`src/rtl/eeprom_ctrl_pkg.sv`:
```
package eeprom_ctrl_pkg;

    typedef enum logic [2:0] {
        ST_IDLE     = 3'd0,
        ST_SETUP    = 3'd1,
        ST_RD_ACC   = 3'd2,
        ST_WR_PULSE = 3'd3,
        ST_WR_HOLD  = 3'd4,
        ST_WR_WAIT  = 3'd5
    } ctrl_state_e;

    function automatic int max2(input int a, input int b);
        return (a > b) ? a : b;
    endfunction

endpackage

```
`src/rtl/eeprom_down_timer.sv`:
```
module eeprom_down_timer #(
    parameter int W = 8
) (
    input  logic         clk,
    input  logic         rst_n,
    input  logic         load,
    input  logic [W-1:0] load_val,
    output logic         zero
);

    logic [W-1:0] cnt_d, cnt_q;

    always_comb begin
        cnt_d = cnt_q;
        if (load) begin
            cnt_d = load_val;
        end else if (cnt_q != '0) begin
            cnt_d = cnt_q - 1'b1;
        end
    end

    always_ff @(posedge clk) begin
        if (!rst_n) begin
            cnt_q <= '0;
        end else begin
            cnt_q <= cnt_d;
        end
    end

    assign zero = (cnt_q == '0);

endmodule

```
`src/rtl/eeprom_strobe_fsm.sv`:
```
module eeprom_strobe_fsm
    import eeprom_ctrl_pkg::*;
#(
    parameter int ADDR_W    = 13,
    parameter int DATA_W    = 8,
    parameter int PH_W      = 5,
    parameter int WT_W      = 20,
    parameter int SETUP_CYC = 1,
    parameter int ACC_CYC   = 24,
    parameter int PULSE_CYC = 20,
    parameter int HOLD_CYC  = 1,
    parameter int PROG_CYC  = 1000000
) (
    input  logic              clk,
    input  logic              rst_n,
    input  logic              start,
    input  logic              req_write,
    input  logic [ADDR_W-1:0] req_addr,
    input  logic [DATA_W-1:0] req_wdata,
    input  logic [DATA_W-1:0] dq_in,
    input  logic              phase_zero,
    input  logic              wait_zero,
    output logic              phase_load,
    output logic [PH_W-1:0]   phase_val,
    output logic              wait_load,
    output logic [WT_W-1:0]   wait_val,
    output logic [ADDR_W-1:0] addr_o,
    output logic [DATA_W-1:0] wdata_o,
    output logic [DATA_W-1:0] rdata_o,
    output logic              rd_done_o,
    output logic              ce_n_o,
    output logic              oe_n_o,
    output logic              we_n_o,
    output logic              dq_oe_o,
    output logic              busy_o
);

    typedef struct packed {
        ctrl_state_e       state;
        logic              write;
        logic [ADDR_W-1:0] addr;
        logic [DATA_W-1:0] wdata;
        logic [DATA_W-1:0] rdata;
        logic              rd_done;
        logic              ce_n;
        logic              oe_n;
        logic              we_n;
        logic              dq_oe;
        logic              busy;
    } regs_t;

    localparam logic [PH_W-1:0] SETUP_LD = PH_W'(SETUP_CYC - 1);
    localparam logic [PH_W-1:0] ACC_LD   = PH_W'(ACC_CYC - 1);
    localparam logic [PH_W-1:0] PULSE_LD = PH_W'(PULSE_CYC - 1);
    localparam logic [PH_W-1:0] HOLD_LD  = PH_W'(HOLD_CYC - 1);
    localparam logic [WT_W-1:0] PROG_LD  = WT_W'(PROG_CYC - 1);

    regs_t r_d, r_q;

    always_comb begin
        r_d        = r_q;
        r_d.rd_done = 1'b0;
        phase_load = 1'b0;
        phase_val  = '0;
        wait_load  = 1'b0;
        wait_val   = '0;
        unique case (r_q.state)
            ST_IDLE: begin
                if (start) begin
                    r_d.addr   = req_addr;
                    r_d.wdata  = req_wdata;
                    r_d.write  = req_write;
                    r_d.busy   = 1'b1;
                    r_d.state  = ST_SETUP;
                    phase_load = 1'b1;
                    phase_val  = SETUP_LD;
                end
            end
            ST_SETUP: begin
                if (phase_zero) begin
                    r_d.ce_n   = 1'b0;
                    phase_load = 1'b1;
                    if (r_q.write) begin
                        r_d.we_n  = 1'b0;
                        r_d.dq_oe = 1'b1;
                        r_d.state = ST_WR_PULSE;
                        phase_val = PULSE_LD;
                    end else begin
                        r_d.oe_n  = 1'b0;
                        r_d.state = ST_RD_ACC;
                        phase_val = ACC_LD;
                    end
                end
            end
            ST_RD_ACC: begin
                if (phase_zero) begin
                    r_d.rdata   = dq_in;
                    r_d.rd_done = 1'b1;
                    r_d.ce_n    = 1'b1;
                    r_d.oe_n    = 1'b1;
                    r_d.busy    = 1'b0;
                    r_d.state   = ST_IDLE;
                end
            end
            ST_WR_PULSE: begin
                if (phase_zero) begin
                    r_d.ce_n   = 1'b1;
                    r_d.we_n   = 1'b1;
                    r_d.dq_oe  = 1'b0;
                    r_d.state  = ST_WR_HOLD;
                    phase_load = 1'b1;
                    phase_val  = HOLD_LD;
                end
            end
            ST_WR_HOLD: begin
                if (phase_zero) begin
                    r_d.state = ST_WR_WAIT;
                    wait_load = 1'b1;
                    wait_val  = PROG_LD;
                end
            end
            ST_WR_WAIT: begin
                if (wait_zero) begin
                    r_d.busy  = 1'b0;
                    r_d.state = ST_IDLE;
                end
            end
            default: begin
                r_d.state = ST_IDLE;
                r_d.ce_n  = 1'b1;
                r_d.oe_n  = 1'b1;
                r_d.we_n  = 1'b1;
                r_d.dq_oe = 1'b0;
                r_d.busy  = 1'b0;
            end
        endcase
    end

    always_ff @(posedge clk) begin
        if (!rst_n) begin
            r_q <= '{state: ST_IDLE, write: 1'b0, addr: '0, wdata: '0,
                     rdata: '0, rd_done: 1'b0, ce_n: 1'b1, oe_n: 1'b1,
                     we_n: 1'b1, dq_oe: 1'b0, busy: 1'b0};
        end else begin
            r_q <= r_d;
        end
    end

    assign addr_o    = r_q.addr;
    assign wdata_o   = r_q.wdata;
    assign rdata_o   = r_q.rdata;
    assign rd_done_o = r_q.rd_done;
    assign ce_n_o    = r_q.ce_n;
    assign oe_n_o    = r_q.oe_n;
    assign we_n_o    = r_q.we_n;
    assign dq_oe_o   = r_q.dq_oe;
    assign busy_o    = r_q.busy;

endmodule

```
`src/rtl/eeprom_host_ctrl.sv`:
```
module eeprom_host_ctrl
    import eeprom_ctrl_pkg::*;
#(
    parameter int ADDR_W    = 13,
    parameter int DATA_W    = 8,
    parameter int SETUP_CYC = 1,        // address stable before strobes fall, >= 1
    parameter int ACC_CYC   = 24,       // 120 ns at 200 MHz
    parameter int PULSE_CYC = 20,       // write strobe width, 100 ns at 200 MHz
    parameter int HOLD_CYC  = 1,        // address hold after write strobe rises
    parameter int PROG_CYC  = 1000000   // 5 ms self-timed programming at 200 MHz
) (
    input  logic              clk,
    input  logic              rst_n,
    input  logic              req_valid,
    output logic              req_ready,
    input  logic              req_write,
    input  logic [ADDR_W-1:0] req_addr,
    input  logic [DATA_W-1:0] req_wdata,
    output logic [DATA_W-1:0] rd_data,
    output logic              rd_done,
    output logic              busy,
    output logic [ADDR_W-1:0] ee_addr,
    output logic              ee_ce_n,
    output logic              ee_oe_n,
    output logic              ee_we_n,
    output logic [DATA_W-1:0] ee_dq_out,
    output logic              ee_dq_oe,
    input  logic [DATA_W-1:0] ee_dq_in
);

    localparam int PH_MAX = max2(max2(SETUP_CYC, ACC_CYC), max2(PULSE_CYC, HOLD_CYC));
    localparam int PH_W   = $clog2(PH_MAX + 1);
    localparam int WT_W   = $clog2(PROG_CYC + 1);

    logic            start;
    logic            phase_load, phase_zero;
    logic [PH_W-1:0] phase_val;
    logic            wait_load, wait_zero;
    logic [WT_W-1:0] wait_val;

    assign req_ready = ~busy;
    assign start     = req_valid & ~busy;

    eeprom_down_timer #(.W(PH_W)) u_phase_tmr (
        .clk      (clk),
        .rst_n    (rst_n),
        .load     (phase_load),
        .load_val (phase_val),
        .zero     (phase_zero)
    );

    eeprom_down_timer #(.W(WT_W)) u_prog_tmr (
        .clk      (clk),
        .rst_n    (rst_n),
        .load     (wait_load),
        .load_val (wait_val),
        .zero     (wait_zero)
    );

    eeprom_strobe_fsm #(
        .ADDR_W    (ADDR_W),
        .DATA_W    (DATA_W),
        .PH_W      (PH_W),
        .WT_W      (WT_W),
        .SETUP_CYC (SETUP_CYC),
        .ACC_CYC   (ACC_CYC),
        .PULSE_CYC (PULSE_CYC),
        .HOLD_CYC  (HOLD_CYC),
        .PROG_CYC  (PROG_CYC)
    ) u_fsm (
        .clk        (clk),
        .rst_n      (rst_n),
        .start      (start),
        .req_write  (req_write),
        .req_addr   (req_addr),
        .req_wdata  (req_wdata),
        .dq_in      (ee_dq_in),
        .phase_zero (phase_zero),
        .wait_zero  (wait_zero),
        .phase_load (phase_load),
        .phase_val  (phase_val),
        .wait_load  (wait_load),
        .wait_val   (wait_val),
        .addr_o     (ee_addr),
        .wdata_o    (ee_dq_out),
        .rdata_o    (rd_data),
        .rd_done_o  (rd_done),
        .ce_n_o     (ee_ce_n),
        .oe_n_o     (ee_oe_n),
        .we_n_o     (ee_we_n),
        .dq_oe_o    (ee_dq_oe),
        .busy_o     (busy)
    );

endmodule

```
`config.mk`:
```
export PLATFORM = sky130hd
export DESIGN_NAME = eeprom_host_ctrl
export DESIGN_NICKNAME = d
export VERILOG_FILES = /design/src/rtl/eeprom_ctrl_pkg.sv /design/src/rtl/eeprom_down_timer.sv /design/src/rtl/eeprom_strobe_fsm.sv /design/src/rtl/eeprom_host_ctrl.sv
export SDC_FILE = /design/constraint.sdc
export NUM_CORES = 1
export LEC_CHECK = 0
export BUFFER_PORTS_ARGS = -buffer_cell sky130_fd_sc_hd__buf_2
export CAP_MARGIN = 10
export CORE_UTILIZATION = 49
export CTS_CLUSTER_DIAMETER = 150
export DETAILED_ROUTE_END_ITERATION = 6
export PLACE_DENSITY_LB_ADDON = 0.3
export SYNTH_ARGS = -nofsm -noshare
export SYNTH_HDL_FRONTEND = slang
export SYNTH_SLANG_ARGS = --single-unit
```
`constraint.sdc`:
```
create_clock -name clk -period 2.7 [get_ports clk]
set_clock_uncertainty 0.1 [all_clocks]
set_input_delay 0.54 -clock clk [delete_from_list [all_inputs] [get_ports clk]]
set_output_delay 0.54 -clock clk [all_outputs]
set_load 0.01 [all_outputs]
```
==> key figures <==
Cells and area
  • Sequential cell area in the final layout: about 0.0013 mm2
  • Final #Nets: roughly 450
  • Number of cells in the finished layout apart from fillers: between 400 and 500
  • Post-synthesis to final-layout area growth: 11.65%
  • Fraction of final layout cells with drive strength greater than 1: between 20% and 30%
  • Diodes inserted: 0
  • Final cell utilization of the core: ~58%
  • Multi-input gate area in the final layout: between 0.0015 and 0.002 mm2
  • Filler cell count: 578

Flow run
  • Max-capacitance violation count: 0

Yosys
  • Most common library cells after synthesis: sky130_fd_sc_hd__dfxtp_1 (64), sky130_fd_sc_hd__nand2_1 (57), sky130_fd_sc_hd__a21oi_1 (36)
  • Flip-flop and latch count after synthesis: 64
  • Mapped Cells: roughly 370
  • Count of synthesis-stage warnings from yosys: 0
  • Number of different library cells in the post-synthesis netlist: between 50 and 60
  • Fraction of registers with async set or reset after synthesis: 0%
  • Avg Inst Size Synth: 8.387 um2
  • Main area contributors after synthesis: sky130_fd_sc_hd__dfxtp_1 (41%), sky130_fd_sc_hd__buf_4 (7.2%), sky130_fd_sc_hd__nand2_1 (6.8%)
  • Number of synthesized flops with an enable pin: 0
  • Post-synth design cell area: 0.003137 mm2
  • Share of synthesized area occupied by flip-flops and latches: around two fifths
  • Post-synthesis cell type with the largest combined area: sky130_fd_sc_hd__dfxtp_1
  • Synth top area share: a little over 40%
  • Most used flip-flop cell after synthesis: sky130_fd_sc_hd__dfxtp_1
  • Synthesized netlist net count: approximately 410
  • Most frequently used cell type in the post-synthesis netlist: sky130_fd_sc_hd__dfxtp_1

Timing
  • Time the final worst path needs with I/O delays and setup: approximately 2.3 ns
  • Final count of pins violating max slew: 0
  • Accumulated negative setup slack: 0 ns
  • Period utilisation layout: a little over four fifths
  • Final hold violations: 0
  • Max_slew headroom: 48.96%
  • Setup repair after global routing missed its margin: no
  • Final setup violation count: 0
  • Least setup slack across all paths after layout: 0.4280 ns
  • Slew at the pin closest to its max-slew limit: about 0.76 ns
  • Top achievable clock speed: approximately 0.44 GHz

Routing
  • 1st-iter DRT viols: 108
  • Avg WL per Cell: roughly 14 um
  • Vias per cell: ~5.6
  • Iteration count of the initial detailed-routing pass: 4
  • Total wire length: ~6800 um
  • DR vias: approximately 2.7k
  • Count of nets left with antenna violations after detail routing: 0
  • Post-route DRC: 0

Place
  • HPWL reported at the end of detailed placement: ~4600 um
  • Input/output buffers: 68
  • Final RePlAce weighted congestion: roughly 0.86
  • Number of placed instances, taps included: about 480
  • Pre-CTS WS: around 0.43 ns

Die
  • Chip width: ~82 um
  • Total Die Area: slightly below 0.007 mm2
  • Core box area: just over 0.006 mm2
  • Vertical die dimension: 82.01 um
  • Initial core utilization: between 50% and 60%
  • Boundary pin count: slightly below 70
  • Placement Rows: 28

Power and ir drop
  • Reported net switching power: 1802 uW
  • Leakage Power: 0.001427 uW
  • Internal power summed over all cells: around 2300 uW
  • Cell area power density: 1185 mW/mm2
  • Switch share: a little over two fifths
  • Worst vdd ir: between 0.0006 and 0.0007 V
  • Sequential share of power: between 30% and 40%
  • Comb power frac: between 40% and 50%
  • Clk network pwr share: 17.5%

GRT
  • Overall overflow remaining after global route: 0
  • Overall Global Routing Usage: between 20% and 30%
  • Wire length of the first global-routing pass: ~11000 um
  • Number of antenna violations at the first check in global routing: 0
  • Pin count of the biggest net entering global routing: 46
  • Number of global-route vias before repair: about 2.3k

Min path
  • Worst Hold Path Cells: 3
  • Worst hold path type: primary input to register
  • Source of the worst hold timing path: req_addr[4]

Clock tree
  • Clock net sink count: 64
  • Clock slew seen by the registers of the worst setup and hold paths: around 0.070 ns
  • Hold buffers post-CTS: 0
  • Inserted Clock Buffers: 9
  • Latest clock arrival within the worst-skew pair: around 0.34 ns
  • Post-CTS setup-driven buffer insertion count: 0
  • CTS H-Tree Depth: 3
  • Resize count post-CTS: 0
  • Buffers from clock root to sink, at most: 2
  • CTS root buffer: sky130_fd_sc_hd__clkbuf_8
  • TritonCTS clock tree: built

Setup path
  • Start-to-end type of the worst setup path: register to register
  • Highest fanout seen on the critical path: 15
  • Startpoint of the worst-slack reg-to-reg timing path: u_phase_tmr.cnt_q[1]
  • Startpoint of the most critical setup path: u_phase_tmr.cnt_q[1]
  • Data required time at the worst endpoint: around 2.9 ns
  • Worst-case reg-to-reg path depth: 6
  • Critical Path AT: around 2.4 ns
  • Critical Path Sink Type: register
  • Worst Setup Start Kind: register

Outcome
  • Result of the run: finished clean
## cells in the final DEF, fill, tap and decap left out, drive strengths merged, types with 3 or more instances in the layout
cell	Yosys	layout
o21ai	12	12
or3	7	7
nor4b	5	5
a311oi	3	3
or4	5	5
a31oi	3	3
nor2	20	20
inv	9	9
buf	35	76
clkinv	0	4
nand3b	3	3
nand3	7	7
o31ai	4	4
or2	4	4
mux2i	10	10
a211oi	6	6
nor4	10	10
clkbuf	15	11
nand4	5	5
and2	5	5
a21oi	36	36
and4	4	4
o41ai	3	3
nor3	7	7
dfxtp	64	64
ha	4	4
nand2	57	57
a2111o	3	3
## registers in the layout, summed over array words and instances (netlist names)
| name | cells |
|---|---|
| u_fsm.dq_oe_o | 1 |
| u_phase_tmr.cnt_q | 5 |
| u_fsm.oe_n_o | 1 |
| u_fsm.busy_o | 1 |
| u_fsm.ce_n_o | 1 |
| u_fsm.we_n_o | 1 |
| u_prog_tmr.cnt_q | 20 |
| u_fsm.r_q | 4 |
| u_fsm.addr_o | 13 |
| u_fsm.rd_done_o | 1 |
| u_fsm.wdata_o | 8 |
| u_fsm.rdata_o | 8 |
## critical path: stages (launching register included)
cell and delay, ns:
sky130_fd_sc_hd__dfxtp_1 0.34, sky130_fd_sc_hd__inv_1 0.09, sky130_fd_sc_hd__ha_1 0.15, sky130_fd_sc_hd__or4b_4 0.57
sky130_fd_sc_hd__or2_1 0.46, sky130_fd_sc_hd__and4_1 0.28, sky130_fd_sc_hd__nor4_1 0.20
## per-layer routing
layer	GRT usage, %	vias up	wire (um)
li1	-	1405	-
met1	27.04	1270	3278
met2	32.81	62	3174
met3	5.667	8	285
met4	8.246	0	89
met5	0	-	0
## power by group through the flow
stage | clock [uW] | sequential, uW | combinational (uW)
after global placement | 0 | 1470 | 1880
after global routing | 797 | 1520 | 2170
final | 727 | 1480 | 1950
after CTS | 743 | 1470 | 1930
after detailed placement | 0 | 1480 | 1920
after floorplan | 0 | 1410 | 1560
## stage by stage
stage,power (uW),area [um2],hold WS (ns)
final,4149,3502,0.3289
after global routing,4489,3502,0.3184
after CTS,4144,3502,0.3242
after detailed placement,3406,3331,0.3430
after global placement,3351,3331,0.3384
after floorplan,2971,3137,0.3367
## cell type report
class	instances	area share [%]
multi-input cells	251	43.44
flip-flops and latches	64	36.58
repair buffers	76	11.43
well taps	75	2.680
clock buffers	11	4.323
clock inverters	4	0.5716
inverters	9	0.9646
## path summary, 6_finish.rpt
kind                         endpoint  slack [ns]
setup / recovery  u_prog_tmr.cnt_q[4]        0.43
hold / removal        u_fsm.addr_o[4]        0.33
setup reg to reg  u_prog_tmr.cnt_q[4]        0.43
hold reg to reg       u_fsm.addr_o[0]        0.35
## cells by family after synthesis
family	after synthesis	share of synthesized area, %
AND/OR/NAND/NOR	149	24.97
AO/OA/AOI/OAI	85	17.71
flip-flops	64	40.85
buffers and inverters	59	10.85
multiplexers	10	3.191
adder cells (fa/ha/maj)	4	1.596
XOR/XNOR	3	0.8378
Power figures use the tool's default switching activity.
